File: src/rtl/sc_pkg.sv
package sc_pkg;
  localparam int unsigned SC_DEPTH  = 8;
  localparam int unsigned SC_ADDR_W = 16;

  // per-entry reason a load is held
  typedef enum logic [1:0] {
    BLK_NONE    = 2'd0,
    BLK_UNKNOWN = 2'd1,
    BLK_MATCH   = 2'd2
  } blk_e;
endpackage

File: src/rtl/sc_store_table.sv
module sc_store_table #(
  parameter int unsigned DEPTH  = sc_pkg::SC_DEPTH,
  parameter int unsigned ADDR_W = sc_pkg::SC_ADDR_W,
  localparam int unsigned IDX_W = $clog2(DEPTH)
) (
  input  logic                          clk_i,
  input  logic                          rst_ni,
  input  logic                          flush_i,
  input  logic                          alloc_i,
  input  logic [IDX_W-1:0]              alloc_idx_i,
  input  logic                          cap_i,
  input  logic [IDX_W-1:0]              cap_idx_i,
  input  logic [ADDR_W-1:0]             cap_addr_i,
  input  logic                          commit_i,
  input  logic [IDX_W-1:0]              commit_idx_i,
  output logic [DEPTH-1:0]              vld_o,
  output logic [DEPTH-1:0]              known_o,
  output logic [DEPTH-1:0][ADDR_W-1:0]  addr_o
);
  logic [DEPTH-1:0]             vld_q, known_q;
  logic [DEPTH-1:0][ADDR_W-1:0] addr_q;

  for (genvar g = 0; g < DEPTH; g++) begin : g_ent
    logic alloc_hit, commit_hit, cap_hit;
    assign alloc_hit  = alloc_i  && (alloc_idx_i  == IDX_W'(g));
    assign commit_hit = commit_i && (commit_idx_i == IDX_W'(g));
    assign cap_hit    = cap_i    && (cap_idx_i    == IDX_W'(g));

    always_ff @(posedge clk_i or negedge rst_ni) begin
      if (!rst_ni) begin
        vld_q[g]   <= 1'b0;
        known_q[g] <= 1'b0;
        addr_q[g]  <= '0;
      end else if (flush_i) begin
        vld_q[g]   <= 1'b0;
        known_q[g] <= 1'b0;
      end else if (alloc_hit) begin
        vld_q[g]   <= 1'b1;
        known_q[g] <= 1'b0;
      end else if (commit_hit) begin
        vld_q[g]   <= 1'b0;
        known_q[g] <= 1'b0;
      end else if (cap_hit && vld_q[g]) begin
        known_q[g] <= 1'b1;
        addr_q[g]  <= cap_addr_i;
      end
    end


    commit_clear_chk: assert property (@(posedge clk_i) disable iff (!rst_ni)
      (commit_hit && !alloc_hit) |=> !vld_q[g]);


    flush_clear_chk: assert property (@(posedge clk_i) disable iff (!rst_ni)
      flush_i |=> (!vld_q[g] && !known_q[g]));


    alloc_open_chk: assert property (@(posedge clk_i) disable iff (!rst_ni)
      (alloc_hit && !flush_i) |=> (vld_q[g] && !known_q[g]));


    cap_empty_chk: assert property (@(posedge clk_i) disable iff (!rst_ni)
      (cap_hit && !vld_q[g] && !alloc_hit) |=> !known_q[g]);
  end

  assign vld_o   = vld_q;
  assign known_o = known_q;
  assign addr_o  = addr_q;
endmodule

File: config.mk
export PLATFORM = sky130hd
export DESIGN_NAME = sc_store_table
export DESIGN_NICKNAME = d
export VERILOG_FILES = /design/src/rtl/sc_pkg.sv /design/src/rtl/sc_store_table.sv
export SDC_FILE = /design/constraint.sdc
export NUM_CORES = 1
export LEC_CHECK = 0
export BUFFER_PORTS_ARGS = -buffer_cell sky130_fd_sc_hd__clkbuf_2
export CAP_MARGIN = 5
export CORE_MARGIN = 3
export CORE_UTILIZATION = 37
export CTS_CLUSTER_DIAMETER = 150
export DETAILED_ROUTE_END_ITERATION = 10
export SLEW_MARGIN = 20
export SYNTH_ARGS = -nofsm -noshare
export SYNTH_HDL_FRONTEND = slang
export SYNTH_SLANG_ARGS = --single-unit
File: constraint.sdc
create_clock -name clk_i -period 1.83 [get_ports clk_i]
set_clock_uncertainty 0.05 [all_clocks]
set_input_delay 0.0915 -clock clk_i [delete_from_list [all_inputs] [get_ports clk_i]]
set_output_delay 0.0915 -clock clk_i [all_outputs]
set_load 0.02 [all_outputs]
==> Flow_metrics.wiki, run 1 <==
{| class="wikitable"
! Metric !! Value
|-
| VDD IR max || about 0.64 mV
|-
| Final estimated routing congestion in global placement || a little over 0.8
|-
| Area of the mapped netlist || 5870 µm²
|-
| Achievable frequency || approximately 0.6 GHz
|-
| Logic depth of the worst register-to-register path || 4
|-
| Vias in the first global route || ~4300
|-
| Share of Yosys cell area claimed by the top area cell type || around three fifths
|-
| Synth unique cells || 42
|-
| Startpoint kind of the worst setup timing path || flop
|-
| Inserted Clock Buffers || 17
|-
| Number of buffers on the longest clock path || 2
|-
| Relative contribution of combinational cells to total power || under 10%
|-
| Setup repair after global routing missed its margin || no
|-
| Arr. time, crit path || approximately 1900 ps
|-
| Max-capacitance violation count || 0
|-
| Antenna violations before repair || 0
|-
| Clock network fraction of design power || 45.8%
|-
| Initial DRT Pass Iterations || 6
|-
| Reg-to-reg setup timing slack || 210 ps
|-
| Max-slew violations || 0
|-
| H-tree levels || 4
|-
| Estimated wirelength of the detail-placed design || 11.1 mm
|-
| Global-route wire length before repair || roughly 24 mm
|-
| Filler Cells Inserted || about 1400
|-
| Synthesized netlist cell count || 370
|-
| Net count after synthesis || 401
|-
| Cell internal pwr || approximately 0.0058 W
|-
| Final setup TNS || 0 ps
|-
| Floorplan core area || roughly 15000 µm²
|-
| Mean instance size in the synthesized netlist || approximately 16 µm²
|-
| Run status || complete, no violations
|-
| Input/output buffers || ~170
|-
| Routed len/inst || 19.0 µm
|-
| Post-detailed-route count of antenna-violating nets || 0
|-
| Final worst path period share || 88.4%
|-
| Worst skew pair latency || just over 400 ps
|-
| Transition at the pin with the smallest max-transition slack || 515 ps
|-
| Post-layout minimum cycle time || about 1600 ps
|-
| Net switching share of the total power || about a quarter
|-
| Iteration-0 DRC count of the detailed router || approximately 130
|-
| Fraction of final layout cells sized beyond drive strength 1 || a little under three fifths
|-
| Detailed Route WL || 15.3 mm
|-
| Number of rows in the core area || 45
|-
| CP Data Required Time || roughly 2100 ps
|-
| Via count || between 4000 and 5000
|-
| Number of warnings reported in the yosys synthesis log || 0
|-
| Clock input transition at the sequential cells of the worst setup and hold paths || 60 ps
|-
| Post-route cell area || around 7900 µm²
|-
| Overall die area || between 15000 and 20000 µm²
|-
| Endpoints failing setup || 0
|-
| Vertical die dimension || about 130 µm
|-
| Synthesis-to-layout area growth || 34.1%
|-
| Power density relative to cell area || between 900 and 1000 nW/µm²
|-
| Terminus of the critical flop-to-flop path || addr_o[99]
|-
| Seq cells post-synth || between 100 and 150
|-
| Num ports || approximately 180
|-
| Leakage power summed over all cells || roughly 4.3 nW
|-
| Worst reg2reg path startpoint || vld_o[6]
|-
| Clock Sink Count || 144
|-
| Final Power || 0.00760 W
|-
| Max transition margin || approximately two thirds
|-
| Drt via density || approximately 5.0
|-
| Sequential-to-total area share from yosys stat || 61.4%
|-
| Final hold vios || 0
|-
| Buffer cell driving the clock tree root || sky130_fd_sc_hd__clkbuf_16
|-
| Post-synthesis cell type with the largest combined area || sky130_fd_sc_hd__dfrtp_1
|-
| Area of placed instances || approximately 7000 µm²
|-
| CP endpoint || addr_o[99]
|-
| Global route total overflow || 0
|-
| Post-layout net count || between 600 and 700
|-
| Sw power || around 0.0018 W
|-
| Category of the most critical setup path || flop to flop
|-
| CP max FO || 4
|-
| Synth top area cells || sky130_fd_sc_hd__dfrtp_1 (61%), sky130_fd_sc_hd__mux2_2 (16%), sky130_fd_sc_hd__mux2_4 (5.1%), sky130_fd_sc_hd__mux2_1 (4.4%), sky130_fd_sc_hd__buf_6 (0.96%)
|-
| Pre-CTS setup slack || 30.6 ps
|-
| Diode insertion count for antenna repair || 0
|-
| Flop pwr share || between 40% and 50%
|-
| Largest net degree at the start of global routing || 54
|-
| Drc violations || 0
|-
| Clock tree from TritonCTS || yes
|-
| Combined global-route utilization of all metal layers || a little under a fifth
|-
| Critical path capture point type || flop
|-
| Initial core utilization || 38.2%
|-
| CP startpoint || vld_o[6]
|-
| DIE WIDTH || between 100 and 150 µm
|-
| Path category of the worst min-delay check || input port to flop
|-
| Setup slack of the critical path after layout || about 210 ps
|}
## repair_timing
| action | in CTS | in global routing |
|---|---|---|
| hold buffers | 15 | 0 |
| resized for setup | 0 | 0 |
| buffers inserted | 0 | 0 |
| endpoints found under the hold margin | 156 | 0 |
## through the flow
| step | utilization, % | hold WS (ps) | std cells |
|---|---|---|---|
| 3_3_place_gp | 46.3 | 30.5 | 760 |
| 6_report | 51.2 | 24.0 | 807 |
| 4_1_cts | 51.2 | 1.46 | 807 |
| 5_1_grt | 51.2 | 8.04 | 807 |
| 3_5_place_dp | 46.3 | 38.0 | 760 |
| 2_1_floorplan | - | -254 | 370 |
## cell usage after synthesis (all sizes together)
| cell | number |
|---|---|
| dfrtp | 144 |
| mux2 | 128 |
| buf | 14 |
| nand2 | 11 |
| a21oi | 8 |
| nand4b | 8 |
| nor3 | 6 |
| nand3b | 5 |
| nand4bb | 5 |
| a31oi | 4 |
| and4bb | 4 |
| clkbuf | 4 |
| nor4 | 4 |
| nand4 | 3 |
| and3 | 2 |
| nand2b | 2 |
| nor2 | 2 |
| nor2b | 2 |
| nor4b | 2 |
| a32o | 1 |
| a41oi | 1 |
| and2 | 1 |
| and2b | 1 |
| and4b | 1 |
| inv | 1 |
| nor3b | 1 |
| nor4bb | 1 |
| o21ai | 1 |
| o2bb2ai | 1 |
| or3b | 1 |
| or4b | 1 |
## power groups by stage
stage,Sequential (W),Clock (W),Combinational (W)
final,0.00340,0.00348,0.000720
after detailed placement,0.00346,0,0.000706
after floorplan,0.00361,0,0.000185
after global placement,0.00345,0,0.000695
after global routing,0.00342,0.00372,0.000778
after CTS,0.00340,0.00357,0.000733
## cell families after synthesis
logic type,after synthesis,synth area share (%)
AO/OA/AOI/OAI,16,1.66
buffers and inverters,19,2.30
flip-flops,144,61.4
multiplexers,128,25.8
AND/OR/NAND/NOR,63,8.86
## state kept, by name, summed over array words and instances (netlist names)
| signal | flops |
|---|---|
| vld_o | 8 |
| addr_o | 128 |
| known_o | 8 |
## worst max-delay path, stage by stage (launching register included)
cell and delay, ps:
sky130_fd_sc_hd__dfrtp_1 390, sky130_fd_sc_hd__nand3b_1 130, sky130_fd_sc_hd__nor4bb_4 380, sky130_fd_sc_hd__buf_4 210, sky130_fd_sc_hd__mux2_2 330
## routing by layer
layer | track usage [%] | part of all wire [%]
met1 | 24.9 | 46
met2 | 27.1 | 46
met3 | 6.45 | 7.1
met4 | 5.31 | 1.5
met5 | 0 | 0
## worst min-delay path by stage
| stage | startpoint | end | slack [ps] | cells after the start |
|---|---|---|---|---|
| final | flush_i | vld_o[7] | 20 | 3 |
| after global routing | cap_addr_i[3] | addr_o[83] | 8 | 2 |
| after CTS | flush_i | vld_o[7] | 1 | 3 |
| after detailed placement | rst_ni | addr_o[38] | 40 | 1 |
| after global placement | rst_ni | addr_o[38] | 30 | 1 |
| after floorplan | rst_ni | addr_o[0] | -250 | 0 |
## final cells by class
class                   instances  area (µm²)  share of cell area [%]
inverters                       1        3.75                  0.0477
repair buffers                212        1250                    15.9
multi-input cells             207        2150                    27.3
flip-flops and latches        144        3600                    45.8
well taps                     211         264                    3.35
clock inverters                 7        98.8                    1.26
clock buffers                  25         505                    6.42
## layout by cell type, fill, tap and decap left out, types with 8 or more instances in the layout
cell	netlist	layout
sky130_fd_sc_hd__mux2_2	85	85
sky130_fd_sc_hd__clkbuf_16	0	17
sky130_fd_sc_hd__mux2_4	20	20
sky130_fd_sc_hd__nand2_1	11	11
sky130_fd_sc_hd__dlygate4sd3_1	0	15
sky130_fd_sc_hd__mux2_1	23	23
sky130_fd_sc_hd__a21oi_1	8	8
sky130_fd_sc_hd__buf_4	2	19
sky130_fd_sc_hd__dfrtp_1	144	144
sky130_fd_sc_hd__clkbuf_2	0	173
(Power assumes the default switching activity.)
==> inputs of run 2 (changes only) <==
--- a/config.mk
+++ b/config.mk
@@ -5,12 +5,14 @@
 export SDC_FILE = /design/constraint.sdc
 export NUM_CORES = 1
 export LEC_CHECK = 0
+export ABC_AREA = 1
 export BUFFER_PORTS_ARGS = -buffer_cell sky130_fd_sc_hd__clkbuf_2
 export CAP_MARGIN = 5
-export CORE_MARGIN = 3
-export CORE_UTILIZATION = 37
+export CORE_MARGIN = 5
+export CORE_UTILIZATION = 52
 export CTS_CLUSTER_DIAMETER = 150
 export DETAILED_ROUTE_END_ITERATION = 10
+export PLACE_DENSITY = 0.8
 export SLEW_MARGIN = 20
 export SYNTH_ARGS = -nofsm -noshare
 export SYNTH_HDL_FRONTEND = slang
==> run 2 against run 1 <==
  * Cell count is 27% higher
  * Combinational power is 5.1% higher
  * Sequential share of layout area is 0.69 points higher
  * Maximum frequency is 9.6% higher
  * Clock power is 4% lower
  * Register-to-register slack better by 140 ps
  * Cell area is 1.5% lower
  * Worst hold slack worse by 9.0 ps
  * Die area is 19% lower
  * Global-route usage is 8.4 points higher
  * Synthesized area is 4.6% higher
  * Total power is 1.2% lower
  * Highest routed layer unchanged
==> Flow_metrics.wiki, run 2 <==
{| class="wikitable"
! Metric !! Value
|-
| VDD IR max || 0.544 mV (-15%)
|-
| Vertical die dimension || 119 µm (-10%)
|-
| Flop pwr share || 45.4% (+0.6 points)
|-
| Seq cells post-synth || 144 (unchanged)
|-
| Pre-CTS setup slack || 378 ps (+347 ps)
|-
| Filler Cells Inserted || 971 (-30%)
|-
| Final hold vios || 0 (unchanged)
|-
| # Post-CTS Setup Buffers || 0 (unchanged)
|-
| Post-layout net count || 901 (+47%)
|-
| Detailed Route WL || 18.3 mm (+19%)
|-
| Power density relative to cell area || 968 nW/µm² (+0.35%)
|-
| Sw power || 0.00198 W (+9.6%)
|-
| Max-capacitance violation count || 0 (unchanged)
|-
| Inserted Clock Buffers || 17 (unchanged)
|-
| H-tree levels || 4 (unchanged)
|-
| Buffer cell driving the clock tree root || sky130_fd_sc_hd__clkbuf_16
|-
| Transition at the pin with the smallest max-transition slack || 545 ps (+29.7 ps)
|-
| Estimated wirelength of the detail-placed design || 12.9 mm (+16%)
|-
| Diode insertion count for antenna repair || 0 (unchanged)
|-
| Worst skew pair latency || 410 ps (about the same)
|-
| Floorplan core area || 11500 µm² (-25%)
|-
| Initial core utilization || 53.4% (+15 points)
|-
| Post-detailed-route count of antenna-violating nets || 0 (unchanged)
|-
| Area of the mapped netlist || 6150 µm² (+4.6%)
|-
| Input/output buffers || 174 (unchanged)
|-
| Run status || complete, no violations
|-
| Leakage power summed over all cells || 4.60 nW (+7.9%)
|-
| Sequential-to-total area share from yosys stat || 58.6% (-2.7 points)
|-
| Overall die area || 14100 µm² (-19%)
|-
| Net count after synthesis || 721 (+80%)
|-
| Category of the most critical setup path || flop to flop
|-
| EDFF count, synth || 0 (unchanged)
|-
| Final worst path period share || 80.6% (-7.8 points)
|-
| Endpoints failing setup || 0 (unchanged)
|-
| Synth unique cells || 20 (-52%)
|-
| Drc violations || 0 (unchanged)
|-
| Post-synthesis cell type with the largest combined area || sky130_fd_sc_hd__dfrtp_1
|-
| Mean instance size in the synthesized netlist || 8.91 µm² (-44%)
|-
| Share of flip-flops with an asynchronous set or reset after synthesis || 100% (unchanged)
|-
| Top post-synthesis cells by count || sky130_fd_sc_hd__nand2_1 (296), sky130_fd_sc_hd__dfrtp_1 (144), sky130_fd_sc_hd__nand3_1 (133)
|-
| Antenna violations before repair || 0 (unchanged)
|-
| Drt via density || 5.44 (+8.0%)
|-
| Iteration-0 DRC count of the detailed router || 479 (+280%)
|-
| Arr. time, crit path || 1740 ps (-120 ps)
|-
| Relative contribution of combinational cells to total power || 10.1% (+0.6 points)
|-
| Net switching share of the total power || 26.3% (+2.6 points)
|-
| Main flop type after synthesis || sky130_fd_sc_hd__dfrtp_1
|-
| Most common cell after layout, fill and taps aside || sky130_fd_sc_hd__nand2_1
|-
| Cell internal pwr || 0.00554 W (-4.5%)
|-
| Synthesis-to-layout area growth || 26.2%
|-
| Synth top area cells || sky130_fd_sc_hd__dfrtp_1 (59%), sky130_fd_sc_hd__nand2_1 (18%), sky130_fd_sc_hd__nand3_1 (11%), sky130_fd_sc_hd__nor3_4 (1.9%), sky130_fd_sc_hd__buf_6 (1.6%)
|-
| Setup slack of the critical path after layout || 354 ps (+142 ps)
|-
| Clock network fraction of design power || 44.5% (-1.3 points)
|-
| Global route total overflow || 0 (unchanged)
|-
| Initial DRT Pass Iterations || 6 (unchanged)
|-
| CP Data Required Time || 2090 ps (+20 ps)
|-
| Final instance count without filler cells || 1026 (+27%)
|-
| Routed len/inst || 17.8 µm (-6.2%)
|-
| Path category of the worst min-delay check || input port to flop
|-
| Clock Sink Count || 144 (unchanged)
|-
| Clock tree from TritonCTS || yes
|-
| Post-CTS resize count || 0 (unchanged)
|-
| Final setup TNS || 0 ps (unchanged)
|-
| Commonest non-fill, non-tap cells in the layout || sky130_fd_sc_hd__nand2_1 (296), sky130_fd_sc_hd__clkbuf_2 (173), sky130_fd_sc_hd__dfrtp_1 (144)
|-
| Synthesized netlist cell count || 690 (+86%)
|-
| Number of rows in the core area || 39 (-13%)
|-
| Final estimated routing congestion in global placement || 0.859 (+5.0%)
|-
| Max-slew violations || 0 (unchanged)
|-
| Library cell with the highest instance count after synthesis || sky130_fd_sc_hd__nand2_1
|-
| Clock input transition at the sequential cells of the worst setup and hold paths || 60 ps (about the same)
|-
| Fraction of final layout cells sized beyond drive strength 1 || 28.5% (-29 points)
|-
| Startpoint kind of the worst setup timing path || flop
|-
| Post-layout minimum cycle time || 1480 ps (-142 ps)
|-
| Achievable frequency || 0.678 GHz (+9.6%)
|-
| Setup repair after global routing missed its margin || no
|-
| Number of buffers on the longest clock path || 2 (unchanged)
|-
| Vias in the first global route || 5602 (+32%)
|-
| Max transition margin || 63.6% (-1.9 points)
|-
| Max FFs per register || 128 (unchanged)
|-
| Combined global-route utilization of all metal layers || 26.5% (+8.4 points)
|-
| Global-route wire length before repair || 29.6 mm (+21%)
|-
| Num ports || 175 (unchanged)
|-
| Via count || 5586 (+37%)
|-
| CP max FO || 17 (+13)
|-
| Largest net degree at the start of global routing || 50 (-7.4%)
|-
| Critical path capture point type || flop
|-
| DIE WIDTH || 119 µm (-10%)
|-
| Number of warnings reported in the yosys synthesis log || 0 (unchanged)
|-
| Placed insts || 986 (+30%)
|-
| Share of Yosys cell area claimed by the top area cell type || 58.6% (-2.7 points)
|}
## run 2: changes by cell type after synthesis, moves of 7 or more
cell	change
sky130_fd_sc_hd__nand2_1	+285
sky130_fd_sc_hd__nand3_1	+133
sky130_fd_sc_hd__mux2_2	-85
sky130_fd_sc_hd__mux2_1	-23
sky130_fd_sc_hd__mux2_4	-20
sky130_fd_sc_hd__nor2_1	+16
sky130_fd_sc_hd__o21ai_0	+16
sky130_fd_sc_hd__buf_4	+11
sky130_fd_sc_hd__inv_1	+10
sky130_fd_sc_hd__a21oi_1	-7
sky130_fd_sc_hd__clkbuf_1	+7
sky130_fd_sc_hd__nand2_4	+7
sky130_fd_sc_hd__nor2_2	+7
sky130_fd_sc_hd__nor3_4	+7
## run 2: path summary, 6_finish.rpt
kind | startpoint | to | slack, ps | cells after the start
worst min register to register | addr_o[39] | addr_o[39] | 420 | 2
worst min-delay path | cap_addr_i[8] | addr_o[72] | 10 | 3
worst max register to register | vld_o[3] | addr_o[50] | 350 | 5
max in group asynchronous | rst_ni | addr_o[11] | 970 | 3
min in group asynchronous | rst_ni | addr_o[34] | 130 | 2
worst max-delay path | vld_o[3] | addr_o[50] | 350 | 5
## run 2: cell type report
class	instances	area (µm²)	share of cell area, %
inverters	13	48.8	0.629
repair buffers	204	1150	14.8
flip-flops and latches	144	3600	46.5
well taps	143	179	2.31
multi-input cells	490	2200	28.4
clock inverters	13	141	1.82
clock buffers	19	433	5.58
## run 2: power groups by stage
stage / clock [W] / combinational (W) / sequential, W
6_report: 0.00334 / 0.000757 / 0.00341
5_1_grt: 0.00352 / 0.000829 / 0.00342
4_1_cts: 0.00338 / 0.000765 / 0.00341
3_5_place_dp: 0 / 0.000748 / 0.00346
3_3_place_gp: 0 / 0.000734 / 0.00346
2_1_floorplan: 0 / 0.000237 / 0.00361
## run 2: through the flow
stage	cell area (µm²)	total power (W)	util, %	hold WS [ps]
after detailed placement	7100	0.00421	61.7	14.1
final	7760	0.00751	67.4	14.9
after global routing	7760	0.00777	67.4	22.4
after global placement	7100	0.00419	61.7	10.1
after CTS	7760	0.00755	67.4	13.5
after floorplan	6150	0.00385	-	-254
## run 2: layer usage
layer  vias up  part of all wire, %  track usage (%)  routed length [µm]
met5         -                    0                0                   0
met2       284                   48             41.3                8690
met1      2684                   41             35.1                7460
met3        46                  8.4             7.16                1530
met4         0                  3.2             11.6                 592
li1       2572                    -                -                   -
## run 2: cells by family (layout without fill, tap and decap cells)
logic type	after synthesis	in the layout	synth area share, %
flops	144	144	58.6
simple gates	472	472	34.4
compound gates	18	18	1.47
buf+inv	56	249	5.50
## run 2: critical path, cell delays in order, from the launching register on
cell,delay [ps]
sky130_fd_sc_hd__dfrtp_1,360
sky130_fd_sc_hd__nand3_1,160
sky130_fd_sc_hd__nor3_4,400
sky130_fd_sc_hd__nand2_4,230
sky130_fd_sc_hd__nand2_1,120
sky130_fd_sc_hd__nand2_1,50
## run 2: repair_timing
| action | CTS | global route |
|---|---|---|
| setup endpoints to repair | 0 | 0 |
| hold buffers | 8 | 0 |
| hold endpoints to repair | 145 | 0 |
